**src/rtl/txq_fifo_pkg.sv**
```systemverilog
package txq_fifo_pkg;
  localparam int unsigned DATA_W  = 8;
  localparam int unsigned DEPTH   = 64;
  localparam int unsigned ADDR_W  = $clog2(DEPTH);
  localparam int unsigned CNT_W   = $clog2(DEPTH + 1);
  localparam int unsigned SEL_W   = 4;
  localparam int unsigned THR_TOP = 61;
  localparam int unsigned THR_STEP = 4;

  function automatic logic [CNT_W-1:0] thr_level(input logic [SEL_W-1:0] code);
    int unsigned v;
    v = THR_TOP - THR_STEP * int'(code);
    return CNT_W'(v);
  endfunction
endpackage

```
**src/rtl/txq_fifo_mem.sv**
```systemverilog
module txq_fifo_mem #(
  parameter int unsigned DATA_W = 8,
  parameter int unsigned DEPTH  = 64,
  localparam int unsigned ADDR_W = $clog2(DEPTH)
) (
  input  logic              clk_i,
  input  logic              we_i,
  input  logic [ADDR_W-1:0] waddr_i,
  input  logic [DATA_W-1:0] wdata_i,
  input  logic [ADDR_W-1:0] raddr_i,
  output logic [DATA_W-1:0] rdata_o
);
  logic [DATA_W-1:0] mem_q [DEPTH];

  always_ff @(posedge clk_i) begin
    if (we_i) mem_q[waddr_i] <= wdata_i;
  end

  assign rdata_o = mem_q[raddr_i];
endmodule

```
**src/rtl/txq_fifo_ctrl.sv**
```systemverilog
module txq_fifo_ctrl #(
  parameter int unsigned DEPTH  = 64,
  localparam int unsigned ADDR_W = $clog2(DEPTH),
  localparam int unsigned CNT_W  = $clog2(DEPTH + 1)
) (
  input  logic              clk_i,
  input  logic              rst_ni,
  input  logic              flush_i,
  input  logic              push_i,
  input  logic              pop_i,
  output logic              we_o,
  output logic [ADDR_W-1:0] waddr_o,
  output logic [ADDR_W-1:0] raddr_o,
  output logic [CNT_W-1:0]  cnt_o,
  output logic              empty_o,
  output logic              full_o,
  output logic              underflow_o,
  output logic              overflow_o
);
  localparam logic [CNT_W-1:0] CNT_FULL = CNT_W'(DEPTH);

  logic [ADDR_W-1:0] wr_ptr_q, rd_ptr_q;
  logic [CNT_W-1:0]  cnt_q;
  logic              uf_q, of_q;
  logic              push_ok, pop_ok;

  assign empty_o = (cnt_q == '0);
  assign full_o  = (cnt_q == CNT_FULL);
  assign push_ok = push_i && !full_o && !flush_i;
  assign pop_ok  = pop_i && !empty_o && !flush_i;

  always_ff @(posedge clk_i or negedge rst_ni) begin
    if (!rst_ni) begin
      wr_ptr_q <= '0;
      rd_ptr_q <= '0;
      cnt_q    <= '0;
      uf_q     <= 1'b0;
      of_q     <= 1'b0;
    end else if (flush_i) begin
      wr_ptr_q <= '0;
      rd_ptr_q <= '0;
      cnt_q    <= '0;
      uf_q     <= 1'b0;
      of_q     <= 1'b0;
    end else begin
      if (push_ok) wr_ptr_q <= wr_ptr_q + 1'b1;
      if (pop_ok)  rd_ptr_q <= rd_ptr_q + 1'b1;
      unique case ({push_ok, pop_ok})
        2'b10:   cnt_q <= cnt_q + 1'b1;
        2'b01:   cnt_q <= cnt_q - 1'b1;
        default: cnt_q <= cnt_q;
      endcase
      if (push_i && full_o) of_q <= 1'b1;
      if (pop_i && empty_o) uf_q <= 1'b1;
    end
  end

  assign we_o        = push_ok;
  assign waddr_o     = wr_ptr_q;
  assign raddr_o     = rd_ptr_q;
  assign cnt_o       = cnt_q;
  assign underflow_o = uf_q;
  assign overflow_o  = of_q;

  assert_count_bound_R3: assert property (@(posedge clk_i) disable iff (!rst_ni)
    cnt_q <= CNT_FULL);
  assert_push_inc_R3: assert property (@(posedge clk_i) disable iff (!rst_ni)
    (push_i && !pop_i && !full_o && !flush_i) |=> cnt_q == $past(cnt_q) + 1'b1);
  assert_both_hold_R3: assert property (@(posedge clk_i) disable iff (!rst_ni)
    (push_i && pop_i && !full_o && !empty_o && !flush_i) |=> $stable(cnt_q));
  assert_no_overflow_R6: assert property (@(posedge clk_i) disable iff (!rst_ni)
    (push_i && full_o && !pop_i && !flush_i) |=> (overflow_o && $stable(wr_ptr_q)));
  assert_underflow_set_R7: assert property (@(posedge clk_i) disable iff (!rst_ni)
    (pop_i && empty_o && !flush_i) |=> (underflow_o && $stable(rd_ptr_q)));
  assert_sticky_R7: assert property (@(posedge clk_i) disable iff (!rst_ni)
    (underflow_o && !flush_i) |=> underflow_o);
  assert_flush_R8: assert property (@(posedge clk_i) disable iff (!rst_ni)
    flush_i |=> (cnt_q == '0 && !underflow_o && !overflow_o));
endmodule

```
**src/rtl/txq_fifo_thr.sv**
```systemverilog
module txq_fifo_thr
  import txq_fifo_pkg::*;
(
  input  logic             clk_i,
  input  logic             rst_ni,
  input  logic [SEL_W-1:0] thr_sel_i,
  input  logic [CNT_W-1:0] cnt_i,
  output logic             flag_o
);
  logic [CNT_W-1:0] lvl;
  logic             flag_q;

  assign lvl = thr_level(thr_sel_i);

  always_ff @(posedge clk_i or negedge rst_ni) begin
    if (!rst_ni) flag_q <= 1'b0;
    else         flag_q <= (cnt_i >= lvl);
  end

  assign flag_o = flag_q;

  assert_lvl_range_R4: assert property (@(posedge clk_i) disable iff (!rst_ni)
    (lvl >= CNT_W'(1)) && (lvl <= CNT_W'(THR_TOP)) && (lvl[1:0] == 2'b01));
  assert_flag_rise_R5: assert property (@(posedge clk_i) disable iff (!rst_ni)
    $rose(flag_o) |-> $past(cnt_i) >= $past(lvl));
  assert_flag_fall_R5: assert property (@(posedge clk_i) disable iff (!rst_ni)
    $fell(flag_o) |-> $past(cnt_i) < $past(lvl));
endmodule

```
**src/rtl/txq_fifo.sv**
```systemverilog
module txq_fifo
  import txq_fifo_pkg::*;
(
  input  logic              clk_i,
  input  logic              rst_ni,
  input  logic              flush_i,
  input  logic              push_i,
  input  logic [DATA_W-1:0] wdata_i,
  input  logic              pop_i,
  output logic [DATA_W-1:0] rdata_o,
  input  logic [SEL_W-1:0]  thr_sel_i,
  output logic [CNT_W-1:0]  level_o,
  output logic              empty_o,
  output logic              full_o,
  output logic              thr_flag_o,
  output logic              underflow_o,
  output logic              overflow_o
);
  logic              we;
  logic [ADDR_W-1:0] waddr, raddr;
  logic [CNT_W-1:0]  cnt;

  txq_fifo_ctrl #(.DEPTH(DEPTH)) u_ctrl (
    .clk_i       (clk_i),
    .rst_ni      (rst_ni),
    .flush_i     (flush_i),
    .push_i      (push_i),
    .pop_i       (pop_i),
    .we_o        (we),
    .waddr_o     (waddr),
    .raddr_o     (raddr),
    .cnt_o       (cnt),
    .empty_o     (empty_o),
    .full_o      (full_o),
    .underflow_o (underflow_o),
    .overflow_o  (overflow_o)
  );

  txq_fifo_mem #(.DATA_W(DATA_W), .DEPTH(DEPTH)) u_mem (
    .clk_i   (clk_i),
    .we_i    (we),
    .waddr_i (waddr),
    .wdata_i (wdata_i),
    .raddr_i (raddr),
    .rdata_o (rdata_o)
  );

  txq_fifo_thr u_thr (
    .clk_i     (clk_i),
    .rst_ni    (rst_ni),
    .thr_sel_i (thr_sel_i),
    .cnt_i     (cnt),
    .flag_o    (thr_flag_o)
  );

  assign level_o = cnt;

  assert_full_empty_R3: assert property (@(posedge clk_i) disable iff (!rst_ni)
    !(full_o && empty_o));
  assert_full_both_R9: assert property (@(posedge clk_i) disable iff (!rst_ni)
    (full_o && push_i && pop_i && !flush_i) |=> (overflow_o && level_o == CNT_W'(DEPTH - 1)));
  assert_empty_both_R9: assert property (@(posedge clk_i) disable iff (!rst_ni)
    (empty_o && push_i && pop_i && !flush_i) |=> (underflow_o && level_o == CNT_W'(1)));
endmodule

```
**config.mk**
```make
export PLATFORM = sky130hd
export DESIGN_NAME = txq_fifo
export DESIGN_NICKNAME = d
export VERILOG_FILES = /design/src/rtl/txq_fifo_pkg.sv /design/src/rtl/txq_fifo_mem.sv /design/src/rtl/txq_fifo_ctrl.sv /design/src/rtl/txq_fifo_thr.sv /design/src/rtl/txq_fifo.sv
export SDC_FILE = /design/constraint.sdc
export NUM_CORES = 1
export LEC_CHECK = 0
export ABC_AREA = 1
export BUFFER_PORTS_ARGS = -buffer_cell sky130_fd_sc_hd__buf_2
export CELL_PAD_IN_SITES_DETAIL_PLACEMENT = 0
export CELL_PAD_IN_SITES_GLOBAL_PLACEMENT = 1
export CORE_UTILIZATION = 55
export CTS_BUF_LIST = sky130_fd_sc_hd__clkbuf_4 sky130_fd_sc_hd__clkbuf_8
export DETAILED_ROUTE_END_ITERATION = 16
export GPL_TIMING_DRIVEN = 0
export PLACE_DENSITY = 0.81
export SYNTH_ARGS = -nofsm -noshare
export SYNTH_HDL_FRONTEND = slang
export SYNTH_SLANG_ARGS = --single-unit
```
**constraint.sdc**
```tcl
create_clock -name clk_i -period 4.5 [get_ports clk_i]
set_input_delay 0.225 -clock clk_i [delete_from_list [all_inputs] [get_ports clk_i]]
set_output_delay 0.225 -clock clk_i [all_outputs]
set_load 0.03 [all_outputs]
```
# Word-level counts from Yosys, hierarchy flattened
# Memory sizes are Yosys's and may differ from the RTL's.
# Cells that the tools add are included.
# Widths: inputs -> output; s select.
# word_totals
reg_bits,22
latch_bits,0
ram_bits,512
mem_bits_ro,0
input_bits,17
out_inout_bits,20
memories,1
# mem_list
name,depth,width,rd,rd_clocked_by_memory_dff,write_ports,line_no,rtl
u_mem.mem_q,64,8,1,0,1,txq_fifo_mem.sv:13,logic [DATA_W-1:0] mem_q [DEPTH];
# classes
addsub,5
mul,0
div,0
n_lt_le_gt_ge,1
n_eq_ne,3
shifts,0
n_mux,12
n_bitwise,0
reduce_logical,15
# ops
cell,count
$mux 6,4
$pmux 7 s2,1
$add 6x1->6 const B,2
$reduce_bool 2->1,4
$add 7x1->7 const B,1
$eq 7x7->1 const B,1
$ge 7x7->1,1
$logic_not 7->1,1
$mux 7,1
$sub 6x6->7 const A,1
$sub 7x1->7 const B,1
$logic_and 1x1->1,6
$mux 1,6
$logic_not 1->1,3
$reduce_bool 3->1,1
$eq 2x1->1 const B,1
$eq 2x2->1 const B,1

# Depth between registers and ports, before layout
# Gate-level depths: netlist of run 1.
# logic_depth
depth_word,7
ltp_mapped,16

# By module
# A second synthesis of run 1 with hierarchy kept.
# unflattened
cells_unflattened,1971
hier_area_um2,22602.9
# modules_own_cells
module,n_inst,cells_per_inst,area_each_um2,seq_area_each_um2
txq_fifo_mem,1,1797,21179.1,15374.7
txq_fifo_ctrl,1,154,1282.5,525.5
txq_fifo_thr,1,20,141.4,25.0

# Worst setup path before layout of run 1
# OpenSTA, ideal clock, no wires.
# synth_path
path_kind,register to register
from,"register u_ctrl.cnt_q[3], in the netlist u_ctrl.cnt_o[3]"
to,"memory u_mem.mem_q[52][0], enable pin"
arrival_ps,2123
t_required_ps,4105
slack_ps,1982
path_stages_with_launch,9
path_buffers,0
period_less_slack_ps,2518
path_cell_list,dfrtp_1 -> nor2_2 -> nand2_2 -> inv_2 -> nand2_2 -> nand3_2 -> clkinv_1 -> nand2_1 -> nor4_1
# synth_via
elab_chain_cells,6
# synth_lines
element,line_no,rtl
from (decl),txq_fifo_ctrl.sv:23,logic [CNT_W-1:0] cnt_q;
from (signal assigned),txq_fifo_ctrl.sv:49,2'b10: cnt_q <= cnt_q + 1'b1;
from (signal assigned),txq_fifo_ctrl.sv:50,2'b01: cnt_q <= cnt_q - 1'b1;
from (signal assigned),txq_fifo_ctrl.sv:51,default: cnt_q <= cnt_q;
$eq 7x7->1,txq_fifo_ctrl.sv:28,assign full_o = (cnt_q == CNT_FULL);
$logic_not 1->1,txq_fifo_ctrl.sv:29,assign push_ok = push_i && !full_o && !flush_i;
$logic_and 1x1->1 (2 in a row),txq_fifo_ctrl.sv:29,
$mux 1,txq_fifo_mem.sv:16,if (we_i) mem_q[waddr_i] <= wdata_i;
$mux 1 (implied by the code),txq_fifo_mem.sv:16,
to (decl),txq_fifo_mem.sv:13,
# No other way between the ends.

# Worst setup path in the final report of run 1
# layout_path
from,"register u_ctrl.rd_ptr_q[0], in the netlist u_ctrl.raddr_o[0]"
to,output port rdata_o[4]
# layout_via
elab_chain_cells,1
# layout_lines
element,line_no,rtl
from (decl),txq_fifo_ctrl.sv:22,"logic [ADDR_W-1:0] wr_ptr_q, rd_ptr_q;"
from (signal assigned),txq_fifo_ctrl.sv:47,if (pop_ok) rd_ptr_q <= rd_ptr_q + 1'b1;
$mem_v2 64x8,--,
to (decl),txq_fifo.sv:10,"output logic [DATA_W-1:0] rdata_o,"
# No other way between the ends.

==> results of run 1 <==
## what timing repair did
item,in CTS,in global routing
buffers inserted,0,0
hold endpoints to repair,27,0
hold buffers,7,0
## metal layers
layer	global-route usage (%)	routed length [um]	up-vias
li1	-	-	6706
met1	53.4	29300	7790
met2	57.1	34000	1159
met3	9.16	9140	212
met4	16.9	3420	0
met5	0	0	-
## cell usage in the layout (no fill, tap or decap), drive strengths merged, types with 2 or more instances in the layout
cell type    synthesis  routed
o211ai              24      24
o21ai              336     336
xnor2                2       2
clkbuf              58     167
edfxtp             512     512
nor3                 8       8
nand3               33      33
ha                   8       8
o22ai              130     130
o221ai              13      13
o21bai               9       9
nor2               384     384
buf                 52      98
clkinv               2      38
nand2               69      69
dlygate4sd3          0       7
dfrtp               22      22
nor4                 3       3
a21oi               10      10
clkinvlp             0       2
inv                 39      39
nand4                8       8
or2                  6       6
## worst max-delay path by stage
stage	from	end	slack, ns	depth (start not counted)
after global routing	u_ctrl.raddr_o[1]	rdata_o[7]	0.46	10
after global placement	u_ctrl.cnt_o[2]	u_mem.mem_q[46][0]	0.79	6
final	u_ctrl.raddr_o[0]	rdata_o[4]	0.48	10
after detailed placement	u_ctrl.cnt_o[3]	u_mem.mem_q[60][7]	1.18	8
after CTS	u_ctrl.raddr_o[1]	rdata_o[4]	0.65	10
after floorplan	u_ctrl.cnt_o[3]	u_mem.mem_q[52][0]	1.98	8
## sequential cells by signal (all words and copies together) (netlist names)
signal / flops
u_ctrl.cnt_o: 7
u_ctrl.overflow_o: 1
u_ctrl.raddr_o: 6
u_ctrl.underflow_o: 1
u_ctrl.waddr_o: 6
u_mem.mem_q: 512
u_thr.flag_o: 1
## cell type report
| cell class | instances | area [um^2] | area share, % |
|---|---|---|---|
| Sequential cell | 534 | 15900 | 65.3 |
| Inverter | 41 | 159 | 0.652 |
| Multi-Input combinational cell | 1046 | 5190 | 21.3 |
| Clock buffer | 109 | 1360 | 5.59 |
| Tap cell | 518 | 648 | 2.66 |
| Clock inverter | 39 | 193 | 0.790 |
| Timing Repair Buffer | 53 | 348 | 1.43 |
| Buffer | 110 | 557 | 2.28 |
## kinds of logic after synthesis
family,share of synthesized area (%)
DFF,73.1
AOI/OAI and AO/OA,13.5
and+or+nand+nor,9.57
buffers and inverters,3.28
adders and majority gates,0.459
xor gates and xnor gates,0.121
## stage by stage
step | instances | area, um^2
2_1_floorplan | 1731 | 21800
3_5_place_dp | 2294 | 22700
4_1_cts | 2449 | 24400
6_report | 2450 | 24400
5_1_grt | 2450 | 24400
3_3_place_gp | 2285 | 22600
## report_power, final
part	internal [mW]	switching (mW)	leakage, nW
sequential	5.51	0.0717	4.90
clock	2.03	1.88	0.821
combinational	1.10	3.39	2.42
total	8.63	5.34	8.15
## tightest hold or removal path, cell delays in order
cell     delay (ns)
buf_2          0.13
nand2_4        0.11
o21ai_0        0.08
nand2_1        0.06
nor2_1         0.03
==> flow_metrics.tcl, run 1 <==
set metrics [dict create \
    hp-class "in -> reg" \
    hold_ws_ns 0.0424 \
    route.antenna.remaining_nets 0 \
    worstSkewPairLatency_ns 0.67 \
    routed_wl_um 75900 \
    vdd_drop_max_v 0.000433 \
    r2r_start "u_ctrl.cnt_o[3]" \
    setup-tns-final_ns 0 \
    r2r-end "u_mem.mem_q[28][5]" \
    dieArea_um2 40400 \
    grt_pass1_wl_um 107000 \
    cts_tree "done" \
    drtPass1Iterations 6 \
    yosys-top-cells-count "edfxtp_1, nor2_1, o21ai_0" \
    cts_resized 0 \
    drive_above_1_share_pct 13.0 \
    yosysUniqueCellTypes 41 \
    syn-num-nets 1756 \
    reg2reg_slack_ns 0.94 \
    yosysSeqAreaShare_pct 73.1 \
    pre_cts_ws_ns 1.18 \
    critPathCaptureType "primary output" \
    track_usage_pct 38.1 \
    htree_levels 3 \
    p_leak_nw 8.15 \
    yosysMostFrequentCell "edfxtp_1" \
    drt-initial-drc-count 2525 \
    gr-total-overflow 0 \
    finClkSkew_ns 0.0383 \
    antenna_found_initial 2 \
    cp.arrival_ns 3.79 \
    diodes 0 \
    crit_fanout 10 \
    slew-limit-headroom_pct 3.64 \
    io_buffers 36 \
    cts-buffers-inserted 84 \
    synthCells 1731 \
    cts_root_buf "clkbuf_8" \
    ff2ff_path_depth 8 \
    cp.required_ns 4.28 \
    yosysTopAreaCell "edfxtp_1" \
    synth_top_area_share_pct 70.6 \
    synth-edff-count 512 \
    synthArstFlopShare_pct 4.12 \
    slowest_delay_ns 0.60 \
    period_minus_slack_ns 4.02 \
    core_area_um2 38800 \
    synthesis.area_um2 21800 \
    synth_top_cells_by_area "edfxtp_1, o21ai_0, nor2_1" \
    fp-row-count 72 \
    die_y_um 201 \
    gp_congestion 1.17 \
    clock-sinks 534 \
    finalCritPeriodShare_pct 89.3 \
    yosys_warnings 0 \
    path_common_cell "o21ai_0" \
    grt_pass1_vias 14829 \
    min_from "push_i" \
    final_util_pct 62.8 \
    power_mw 14.0 \
    slowest_stage "clkbuf_1" \
    critPathKind "reg -> out" \
    setup_slack_ns 0.480 \
    layout.nets 1895 \
    rsz0062_at_grt "no" \
    max_freq_mhz 249 \
    max-cap-violations 0 \
    status "completed" \
    num_vias 15867 \
    clk_path_buf_depth 3 \
    post_drt_wl_per_cell_um 31.0 \
    crit_family "buffers and inverters" \
    setup_viol 0 \
    drc 0 \
    boundaryPins 37 \
    hold_violations 0 \
    nFillCells 3022 \
    start_util_pct 56.1 \
    routed_via_density 6.48 \
    startpoint_type "flip-flop" \
    powerDensity_nw_per_um2 573 \
    synth_seq_cells 534 \
    critical_path_buf_inv_count 4 \
    slew_violations 0 \
    synth_area_per_cell_um2 12.6 \
    clk_pin_slew_worst_paths_ns 0.07 \
    area_growth_syn_to_layout_pct 11.9 \
    dpl.hpwl_um 51100 \
    whs_path_depth 5 \
    synth-main-ff-cell "edfxtp_1" \
    worstMarginPinSlew_ns 1.45 \
    crit_chain "buf_4 > buf_6 > clkbuf_1 > o21ai_0 > o22ai_1 > o21ai_0 > o221ai_1 > nand3_1 > nand2_1 > buf_2" \
    min_to "u_ctrl.waddr_o[2]" \
    grt_max_degree 65 \
    die_w_um 201 \
]
(Power assumes the default switching activity.)
==> inputs of run 2 (changes only) <==
==> constraint.sdc (replaced) <==
create_clock -name clk_i -period 4.5 [get_ports clk_i]
set_input_delay 0.9 -clock clk_i [delete_from_list [all_inputs] [get_ports clk_i]]
set_output_delay 0.9 -clock clk_i [all_outputs]
set_load 0.03 [all_outputs]
==> run 2 against run 1 <==
Compared with the run above: the flow now finishes with violations (setup timing); hold slack better by 0.23 ns; count of clock-buffer cells in the layout stayed put; global-route usage is 0.065 points lower; worst setup slack worse by 0.49 ns; non-clock buffer count is 8 lower; sequential power hardly changed; maximum frequency is 11% lower; via count is 0.12% higher; routed wire length hardly changed.
==> flow_metrics.tcl, run 2 (synthesis results as in run 1) <==
set metrics [dict create \
    track_usage_pct 38.0 \
    dpl.hpwl_um 51100 \
    max-cap-violations 0 \
    stdcell_area_um2 24300 \
    route.antenna.remaining_nets 0 \
    boundaryPins 37 \
    place_inst 2294 \
    fp-row-count 72 \
    clk_pin_slew_worst_paths_ns 0.07 \
    postCtsSetupRepairBufs 0 \
    finalCritPeriodShare_pct 100 \
    largest_reg_flops 512 \
    area_growth_syn_to_layout_pct 11.6 \
    worstSkewPairLatency_ns 0.67 \
    layout_commonest_cell "edfxtp_1" \
    drc 0 \
    core_area_um2 38800 \
    hold_violations 0 \
    power_mw 14.0 \
    slew_violations 0 \
    worstMarginPinSlew_ns 1.46 \
    cp.arrival_ns 3.61 \
    final_util_pct 62.6 \
    final_cell_count_no_fill 2442 \
    antenna_found_initial 1 \
    rsz0062_at_grt "no" \
    cts_tree "done" \
    largest-register "u_mem.mem_q" \
    finClkSkew_ns 0.0407 \
    drive_above_1_share_pct 13.8 \
    gp_congestion 1.17 \
    post_drt_wl_per_cell_um 31.1 \
    layout_common_cells "edfxtp_1, nor2_1, o21ai_0" \
    grt_pass1_vias 14790 \
    pre_cts_ws_ns 0.667 \
    grt_max_degree 65 \
    grt_pass1_wl_um 107000 \
    hp-class "in -> async" \
    crit_fanout 10 \
    clk_path_buf_depth 3 \
    gr-total-overflow 0 \
    drt-initial-drc-count 2582 \
    violations "setup timing" \
    setup_viol 1 \
    max_freq_mhz 222 \
    slew-limit-headroom_pct 2.34 \
    diodes 0 \
    powerDensity_nw_per_um2 574 \
    setup_slack_ns -0.0117 \
    vdd_drop_max_v 0.000376 \
    p_leak_nw 8.15 \
    htree_levels 3 \
    die_w_um 201 \
    nFillCells 3024 \
    die_y_um 201 \
    dieArea_um2 40400 \
    status "finished, violations left" \
    cts-buffers-inserted 84 \
    routed_wl_um 75900 \
    start_util_pct 56.1 \
    critPathCaptureType "primary output" \
    startpoint_type "flip-flop" \
    cts_root_buf "clkbuf_8" \
    routed_via_density 6.51 \
    period_minus_slack_ns 4.51 \
    layout.nets 1887 \
    cp.required_ns 3.60 \
    num_vias 15886 \
    io_buffers 36 \
    postPlaceCellArea_um2 22700 \
    drtPass1Iterations 6 \
    clock-sinks 534 \
    critPathKind "reg -> out" \
]
-- run 2: cell count changes in the layout (fill, tap and decap cells not counted), sizes merged --
cell / before / now
buf: 98 / 97
dlygate4sd3: 7 / 0
-- run 2: power breakdown --
part           internal [mW]  switching, mW  total, mW
sequential              5.51         0.0725       5.58
clock                   2.03           1.88       3.91
combinational           1.09           3.39       4.48
total                   8.62           5.35       14.0
-- run 2: worst max-delay path, stage by stage, from the launching register on --
cell,delay [ns]
dfrtp_1,0.36
buf_4,0.22
buf_6,0.18
buf_2,0.23
buf_2,0.33
nor2_1,0.09
o22ai_1,0.35
o21ai_0,0.30
o221ai_1,0.27
nand3_1,0.18
nand2_1,0.21
buf_2,0.23
-- run 2: worst paths after layout --
path / startpoint / end / slack [ns] / depth (start not counted)
worst min-delay path: rst_ni / u_ctrl.raddr_o[1] / 0.27 / 1
min in group clk_i: u_ctrl.underflow_o / u_ctrl.underflow_o / 0.51 / 2
worst min register to register: u_ctrl.underflow_o / u_ctrl.underflow_o / 0.51 / 2
worst max register to register: u_ctrl.cnt_o[3] / u_mem.mem_q[61][4] / 0.99 / 8
worst max-delay path: u_ctrl.raddr_o[0] / rdata_o[4] / -0.01 / 11
max in group asynchronous: rst_ni / u_ctrl.waddr_o[2] / 3.82 / 1
-- run 2: routing by layer --
layer	share of wire, %	routed length [um]	GRT usage, %
met5	0	0	0
met4	4.7	3550	16.6
met3	12	9150	9.19
met2	45	33800	57.1
met1	39	29400	53.3
-- run 2: layout make-up --
type / instances / area, um^2 / share of cell area [%]
sequential: 534 / 15900 / 65.5
multi-input combinational: 1046 / 5190 / 21.3
clock buffer: 109 / 1360 / 5.60
tap: 518 / 648 / 2.67
buffer: 110 / 574 / 2.36
timing repair buffer: 45 / 267 / 1.10
clock inverter: 39 / 193 / 0.792
inverter: 41 / 159 / 0.653
-- run 2: through the flow --
stage,hold WS (ns),setup TNS (ns)
floorplan,0.514,0
global placement,0.477,0
detailed placement,0.490,0
CTS,0.256,0
global route,0.279,0
finish,0.268,-0.0117
-- run 2: repair_timing --
action                     CTS  global route
pin swaps                    0             0
gates resized for setup      2            25
hold buffers                 0             0
setup endpoints to repair    2             7
